===== config.mk =====
export PLATFORM = sky130hd
export DESIGN_NAME = seq_datapath
export DESIGN_NICKNAME = d
export VERILOG_FILES = /design/src/rtl/burst_seq_pkg.sv /design/src/rtl/seq_datapath.sv
export SDC_FILE = /design/constraint.sdc
export NUM_CORES = 1
export LEC_CHECK = 0
export BUFFER_PORTS_ARGS = -buffer_cell sky130_fd_sc_hd__buf_2
export CELL_PAD_IN_SITES_DETAIL_PLACEMENT = 2
export CELL_PAD_IN_SITES_GLOBAL_PLACEMENT = 2
export CORE_UTILIZATION = 30
export DETAILED_ROUTE_END_ITERATION = 12
export GPL_TIMING_DRIVEN = 1
export PLACE_DENSITY_LB_ADDON = 0.1
export REMOVE_ABC_BUFFERS = 1
export SLEW_MARGIN = 20
export SYNTH_ARGS = -nofsm -noshare
export SYNTH_HDL_FRONTEND = slang
export SYNTH_SLANG_ARGS = --single-unit

===== constraint.sdc =====
create_clock -name clk -period 2.4 [get_ports clk]
set_input_delay 0.12 -clock clk [delete_from_list [all_inputs] [get_ports clk]]
set_output_delay 0.12 -clock clk [all_outputs]
set_load 0.01 [all_outputs]

===== src/rtl/burst_seq_pkg.sv =====
package burst_seq_pkg;
  // Strobes from the control decode to the datapath, one cycle's worth.
  typedef struct packed {
    logic beatHit;
    logic ldAdr;
    logic ldDat;
    logic ldSize;
    logic clrErr;
    logic clrCnt;
  } seqStrobes_t;
endpackage


===== src/rtl/seq_datapath.sv =====
module seq_datapath
  import burst_seq_pkg::*;
#(
  parameter int DATA_W = 32,
  parameter int WIN_W  = 10,
  parameter int SIZE_W = 11,
  parameter int CNT_W  = 16,
  parameter int STAT_W = 32
) (
  input  logic              clk,
  input  logic              rstN,
  input  seqStrobes_t       strobes,
  input  logic              cfgWe,
  input  logic [WIN_W-1:0]  busWord,
  input  logic [DATA_W-1:0] busDat,
  input  logic [DATA_W-1:0] cfgData,
  output logic [STAT_W-1:0] statusWord,
  output logic [CNT_W-1:0]  beatCount
);
  localparam int WORD_LSB = 2;
  localparam logic [SIZE_W-1:0] SIZE_RST = SIZE_W'(1 << WIN_W);

  logic [WIN_W-1:0]  startWord, expWord, nxtStartWord;
  logic [DATA_W-1:0] startDat, expDat, nxtStartDat;
  logic [SIZE_W-1:0] runSize, beatIdx;
  logic              errAdr, errDat, runEnd;

  always_comb begin
    nxtStartWord = strobes.ldAdr ? cfgData[WORD_LSB +: WIN_W] : startWord;
    nxtStartDat  = strobes.ldDat ? cfgData : startDat;
    runEnd       = (beatIdx == runSize - SIZE_W'(1));
  end

  // configuration registers
  always_ff @(posedge clk) begin
    if (!rstN) begin
      startWord <= '0;
      startDat  <= '0;
      runSize   <= SIZE_RST;
    end else begin
      startWord <= nxtStartWord;
      startDat  <= nxtStartDat;
      if (strobes.ldSize) runSize <= cfgData[SIZE_W-1:0];
    end
  end

  // prediction stream
  always_ff @(posedge clk) begin
    if (!rstN) begin
      expWord <= '0;
      expDat  <= '0;
      beatIdx <= '0;
    end else if (cfgWe) begin
      expWord <= nxtStartWord;
      expDat  <= nxtStartDat;
      beatIdx <= '0;
    end else if (strobes.beatHit) begin
      if (runEnd) begin
        expWord <= startWord;
        expDat  <= startDat;
        beatIdx <= '0;
      end else begin
        expWord <= expWord + WIN_W'(1);
        expDat  <= {expDat[DATA_W-2:0], expDat[DATA_W-1]};
        beatIdx <= beatIdx + SIZE_W'(1);
      end
    end
  end

  // sticky flags
  always_ff @(posedge clk) begin
    if (!rstN) begin
      errAdr <= 1'b0;
      errDat <= 1'b0;
    end else if (strobes.clrErr) begin
      errAdr <= 1'b0;
      errDat <= 1'b0;
    end else if (strobes.beatHit) begin
      if (busWord != expWord) errAdr <= 1'b1;
      if (busDat != expDat)   errDat <= 1'b1;
    end
  end

  // beat counter
  always_ff @(posedge clk) begin
    if (!rstN || strobes.clrCnt) beatCount <= '0;
    else if (strobes.beatHit)    beatCount <= beatCount + CNT_W'(1);
  end

  assign statusWord = {{(STAT_W-2){1'b0}}, errAdr, errDat};
endmodule


==> results of run 1 <==
==> power groups by stage <==
stage / registers (mW) / logic [mW] / clock network, mW
after floorplan: 2.29 / 0.433 / 0
after global placement: 2.32 / 0.785 / 0
after detailed placement: 2.33 / 0.819 / 0
after CTS: 2.28 / 0.862 / 2.56
after global routing: 2.30 / 0.958 / 2.64
final: 2.29 / 0.876 / 2.51
==> cell usage after synthesis, drive strengths merged (5+ instances only) <==
master,n,area (um^2)
mux2i,22,220
o31ai,12,104
and3,15,93.8
xor2,23,201
o21ai,50,250
nor2b,23,144
nand4,50,313
dfxtp,124,2480
a21oi,15,75.1
or3,5,31.3
xnor2,54,473
inv,9,33.8
a32oi,34,298
nor3,14,70.1
clkbuf,47,176
nand2,79,297
nor2,43,161
and2,33,206
nor4,7,43.8
mux2,32,360
nand3,83,420
buf,53,360
==> through the flow <==
stage                     hold WS, ns  setup WS [ns]  utilization
after floorplan                 0.182          -1.97            -
after global placement          0.401         -0.252        0.349
after detailed placement        0.420         -0.318        0.349
after CTS                      0.0308         -0.203        0.383
after global routing           0.0508         -0.360        0.397
final                          0.0399         -0.251        0.397
==> what timing repair did <==
item | in CTS | in global routing
endpoints found under the setup margin | 53 | 53
pin swaps | 15 | 10
hold buffers | 2 | 0
buffers inserted | 5 | 4
endpoints found under the hold margin | 2 | 0
gates cloned | 0 | 3
resized for setup | 38 | 49
==> final cells by class <==
| class | instances | area share |
|---|---|---|
| multi-input cells | 654 | 0.493 |
| clock buffers | 19 | 0.0487 |
| well taps | 313 | 0.0430 |
| diodes | 1 | 0.000275 |
| repair buffers | 153 | 0.125 |
| inverters | 9 | 0.00371 |
| clock inverters | 13 | 0.0133 |
| flip-flops and latches | 124 | 0.273 |
==> sequential cells by signal (all words and copies together) (netlist names) <==
signal     count
beatCount     16
startDat      32
expWord       10
expDat        32
beatIdx       11
startWord     10
errAdr         1
runSize       11
errDat         1
==> worst register-to-register path, delay by kind of cell (launching register included) <==
kind	cells	cell delay, ns
adder cells (fa/ha/maj)	1	0.13
AO/OA/AOI/OAI	2	0.57
AND/OR/NAND/NOR	4	1.09
buffers and inverters	3	0.43
flip-flops	1	0.33
==> layout by cell type, fill, tap and decap left out, types with 32 or more instances in the layout <==
cell     Yosys  final
nand3_1     82     47
buf_2        3    100
o21ai_0     50     50
and2_1      33     33
nand2_1     79     79
dfxtp_1    124    122
nand3_2      1     35
nand4_1     50     50
xnor2_1     54     54
nor2_1      43     37
a32oi_1     34     33
mux2_2      32     32
==> cell families after synthesis <==
group | Yosys count | share of synthesized area
DFF | 124 | 0.350
muxes | 54 | 0.0818
and+or+nand+nor | 364 | 0.264
AOI/OAI and AO/OA | 125 | 0.121
adders and majority gates | 4 | 0.00705
buffers and inverters | 109 | 0.0804
other | 1 | 0.000528
xor gates and xnor gates | 77 | 0.0950
==> worst paths after layout <==
| check | to | slack [ns] |
|---|---|---|
| worst max-delay path | beatIdx[6]$_SDFFE_PP0P_ | -0.25 |
| worst min-delay path | startWord[9]$_SDFF_PN0_ | 0.04 |
| worst max register to register | beatIdx[6]$_SDFFE_PP0P_ | -0.25 |
| worst min register to register | errAdr$_SDFFE_PP0P_ | 0.48 |
==> layer usage <==
metal,up-vias,GRT usage
met4,0,0.0602
li1,3201,-
met5,-,0
met3,22,0.0344
met2,149,0.389
met1,3332,0.270
==> results.sh, run 1 <==
export IMPL_worst_pin_slew_ns=0.780
export IMPL_peakVddDrop_mv=0.356
export IMPL_critPathRequiredTime_ns=2.71
export IMPL_dp_hpwl_um=17600
export IMPL_cts_root_buf="clkbuf_16"
export IMPL_p_total_mw=5.68
export IMPL_row_count=55
export IMPL_cts_made_buffers=17
export IMPL_rsz0062_at_grt="yes"
export IMPL_pwr_share_seq=0.403
export IMPL_syn_cell_area_mm2=0.00710
export IMPL_slowest_delay_ns=0.50
export IMPL_synth_edff_count=0
export IMPL_timing_fmax_ghz=0.377
export IMPL_violations="setup timing"
export IMPL_worst_r2r_cell_count=10
export IMPL_grt_max_degree=103
export IMPL_drc_errors=0
export IMPL_p_comb_frac=0.154
export IMPL_finalCriticalPeriod_ns=2.65
export IMPL_crit_path_start="runSize[0]$_SDFFE_PN0P_"
export IMPL_clkLatencyLatePin_ns=0.42
export IMPL_clkPwrFrac=0.442
export IMPL_drv_cap=0
export IMPL_fin_ws_ns=-0.251
export IMPL_hp_start="cfgData[11]"
export IMPL_ios=131
export IMPL_r2r_start="runSize[0]$_SDFFE_PN0P_"
export IMPL_period_share=1.10
export IMPL_fin_setup_tns_ns=-10.30
export IMPL_start_util=0.310
export IMPL_end_kind="flop"
export IMPL_crit_chain="inv_2 > ha_4 > or3b_4 > or4_4 > a2111oi_4 > nand3_4 > buf_6 > o31ai_4 > buf_6 > nor2_2"
export IMPL_wl_met3_um=941
export IMPL_globalplace_congestion=0.777
export IMPL_clockBufferDepth=2
export IMPL_die_x_um=156
export IMPL_syn_avg_cell_area_um2=8.27
export IMPL_multi_input_area_mm2=0.00448
export IMPL_skew_ns=0.0101
export IMPL_dieArea_mm2=0.0243
export IMPL_slowest_stage="or4_4"
export IMPL_intPower_mw=4.01
export IMPL_first_iter_violations=218
export IMPL_num_vias=6704
export IMPL_min_path_type="primary input to flop"
export IMPL_grt_util_all_layers=0.218
export IMPL_synth_cell_type_count=49
export IMPL_num_fill_cells=2551
export IMPL_synth_async_sr_flop_share=0
export IMPL_antenna_found_initial=1
export IMPL_regArea_mm2=0.00248
export IMPL_yosysWarnings=0
export IMPL_syn_to_final_growth_pct=28.2
export IMPL_highest_layer="met4"
export IMPL_power_switching_mw=1.67
export IMPL_path_depth=10
export IMPL_wl_met1_um=11900
export IMPL_crit_family="simple AND/OR/NAND/NOR gates"
export IMPL_dp_cells=1239
export IMPL_placed_area_mm2=0.00799
export IMPL_worstHoldPathCells=3
export IMPL_clk_pin_slew_ns=0.06
export IMPL_p_per_area_mw_per_mm2=624
export IMPL_ys_seq_area_frac=0.350
export IMPL_synth_seq_cells=124
export IMPL_gr_total_overflow=0
export IMPL_status="complete, but fails checks"
export IMPL_h_tree_depth=4
export IMPL_worstPathArrival_ns=2.96
export IMPL_routed_wl_um=26500
export IMPL_viasPerCell=5.21
export IMPL_die_h_um=156
export IMPL_slew_headroom=0.479
export IMPL_cts_tree="built"
export IMPL_design_core_area_mm2=0.0229
export IMPL_finalSetupViolations=52
export IMPL_met2_length_um=13300
export IMPL_drive_above_1_share=0.290
export IMPL_synthFlopType="dfxtp_1"
export IMPL_grt_pass1_wl_um=40800
export IMPL_drtPass1Iterations=4
export IMPL_nNetsFinal=1046
export IMPL_cp_start_kind="flop"
export IMPL_clock_sinks=124
export IMPL_hold_viol_final=0
export IMPL_antenna_left=0
export IMPL_criticalPathCategory="flop to flop"
export IMPL_wire_per_inst_um=20.6
export IMPL_cp_buffers_inverters=3
export IMPL_grt_pass1_vias=7316
export IMPL_path_max_fanout=6
export IMPL_final_area_mm2=0.00910
export IMPL_syn_inst=858
export IMPL_slew_viol_final=0
export IMPL_switching_share=0.293
export IMPL_crit_top_cell="buf_6"
export IMPL_io_buffers=100
export IMPL_instances_no_fill=1286
export IMPL_leakage_nw=3.58
Power figures use the tool's default switching activity.
==> run 2, diff against run 1 <==
Settings changed: CORE_UTILIZATION 30 to 33, CTS_CLUSTER_SIZE set to 20, RECOVER_POWER set to 25.
Clock period 2.4 ns to 2.8 ns, I/O delays scaled along.
==> results.sh, run 2 (synthesis results as in run 1) <==
export IMPL_status="complete, but fails checks"
export IMPL_violations="capacitance limit, slew limit"
export IMPL_placed_area_mm2=0.00779
export IMPL_criticalPathCategory="flop to flop"
export IMPL_nNetsFinal=1019
export IMPL_globalplace_congestion=0.785
export IMPL_cp_start_kind="flop"
export IMPL_hold_viol_final=0
export IMPL_slowest_delay_ns=0.53
export IMPL_viasPerCell=5.45
export IMPL_period_share=0.963
export IMPL_worstHoldPathCells=3
export IMPL_leakage_nw=3.34
export IMPL_layout_commonest_cell="dfxtp_1"
export IMPL_highest_layer="met5"
export IMPL_worstPathArrival_ns=3.02
export IMPL_cts_tree="built"
export IMPL_h_tree_depth=4
export IMPL_grt_pass1_wl_um=39100
export IMPL_drc_errors=0
export IMPL_clkLatencyLatePin_ns=0.43
export IMPL_min_path_type="primary input to flop"
export IMPL_num_fill_cells=2402
export IMPL_end_kind="flop"
export IMPL_slew_headroom=-0.0991
export IMPL_clock_sinks=124
export IMPL_worst_r2r_cell_count=9
export IMPL_wire_per_inst_um=20.5
export IMPL_whs_ns=0.0156
export IMPL_grt_pass1_vias=7248
export IMPL_finalCriticalPeriod_ns=2.70
export IMPL_wl_met1_um=10900
export IMPL_die_h_um=149
export IMPL_antenna_left=0
export IMPL_p_per_area_mw_per_mm2=572
export IMPL_regToRegSetupSlack_ns=0.10
export IMPL_crit_chain="inv_2 > ha_4 > or3b_4 > or4_4 > a2111oi_4 > and3_4 > buf_12 > a21oi_1 > o31ai_1"
export IMPL_drtPass1Iterations=5
export IMPL_dp_hpwl_um=16600
export IMPL_grt_util_all_layers=0.231
export IMPL_num_vias=6640
export IMPL_instances_no_fill=1219
export IMPL_syn_to_final_growth_pct=19.7
export IMPL_row_count=53
export IMPL_grt_max_degree=103
export IMPL_first_iter_violations=281
export IMPL_antenna_found_initial=2
export IMPL_slowest_stage="or4_4"
export IMPL_die_x_um=149
export IMPL_clk_pin_slew_ns=0.06
export IMPL_finalSetupViolations=0
export IMPL_routed_wl_um=24900
export IMPL_gr_total_overflow=0
export IMPL_cp_buffers_inverters=2
export IMPL_dp_cells=1182
export IMPL_drive_above_1_share=0.218
export IMPL_final_area_mm2=0.00849
export IMPL_fin_ws_ns=0.104
export IMPL_critPathRequiredTime_ns=3.12
export IMPL_reg_top3="expDat: 32 flops, startDat: 32 flops, beatCount: 16 flops"
export IMPL_dieArea_mm2=0.0221
export IMPL_io_buffers=100
export IMPL_skew_ns=0.0119
export IMPL_path_max_fanout=6
export IMPL_slew_viol_final=83
export IMPL_cts_root_buf="clkbuf_16"
export IMPL_clockBufferDepth=2
export IMPL_final_cell_mix="dfxtp_1, buf_2, nand3_1, nand2_1, xnor2_1"
export IMPL_wl_met3_um=861
export IMPL_peakVddDrop_mv=0.372
export IMPL_start_util=0.338
export IMPL_dp_slack_ns=-0.0348
export IMPL_path_depth=9
export IMPL_drv_cap=1
export IMPL_worst_pin_slew_ns=1.65
export IMPL_timing_fmax_ghz=0.371
export IMPL_rsz0062_at_grt="yes"
export IMPL_cts_made_buffers=17
export IMPL_crit_family="simple AND/OR/NAND/NOR gates"
export IMPL_ios=131
export IMPL_met2_length_um=12700
export IMPL_diodes=0
export IMPL_design_core_area_mm2=0.0210
-- run 2: changes by cell type in the layout (fill, tap and decap cells not counted), moves of 6 or more --
cell / before / now
clkinvlp_4: 8 / 0
buf_12: 14 / 8
nand3_2: 35 / 1
buf_6: 7 / 1
buf_4: 28 / 14
nand3_1: 47 / 82
-- run 2: through the flow --
step,total power [mW],util,setup TNS [ns]
floorplan,2.33,-,-66.50
global placement,2.63,0.370,0
detailed placement,2.66,0.370,-0.170
CTS,4.89,0.399,-0.0151
global route,5.04,0.404,-0.0430
finish,4.86,0.404,0
-- run 2: layout make-up --
class	count	area, um^2	area share
clock buffer	23	488	0.0575
inverter	9	36.3	0.00427
sequential	124	2490	0.293
timing repair buffer	126	817	0.0962
tap	275	344	0.0405
clock inverter	8	90.1	0.0106
multi-input combinational	654	4230	0.498
-- run 2: per-layer routing --
layer,track usage,vias up
li1,-,3143
met1,0.276,3300
met2,0.419,157
met3,0.0371,36
met4,0.0732,4
met5,0,-
-- run 2: where the power goes --
part / total, mW / internal, mW / switching (mW)
Sequential: 1.96 / 1.86 / 0.0991
Combinational: 0.682 / 0.290 / 0.392
Clock: 2.22 / 1.39 / 0.829
Total: 4.86 / 3.54 / 1.32
-- run 2: worst paths after layout --
kind	from	endpoint
min	cfgData[1]	runSize[1]$_SDFFE_PN0P_
max reg2reg	runSize[0]$_SDFFE_PN0P_	expWord[8]$_SDFFE_PN0P_
max	runSize[0]$_SDFFE_PN0P_	expWord[8]$_SDFFE_PN0P_
min reg2reg	startDat[31]$_SDFF_PN0_	expDat[31]$_SDFFE_PN0P_
-- run 2: repair_timing --
item / CTS / global route
pin swaps: 0 / 7
gates cloned: 0 / 1
setup endpoints to repair: 27 / 50
resized for setup: 4 / 14
hold buffers: 1 / 0
endpoints found under the hold margin: 1 / 0
setup buffers: 0 / 4
-- run 2: worst reg2reg max path: cells and delay by family (launching register included) --
kind / cells / cell delay (ns)
adder cells (fa/ha/maj): 1 / 0.12
flip-flops: 1 / 0.36
AO/OA/AOI/OAI: 3 / 0.69
AND/OR/NAND/NOR: 3 / 1.23
buffers and inverters: 2 / 0.21
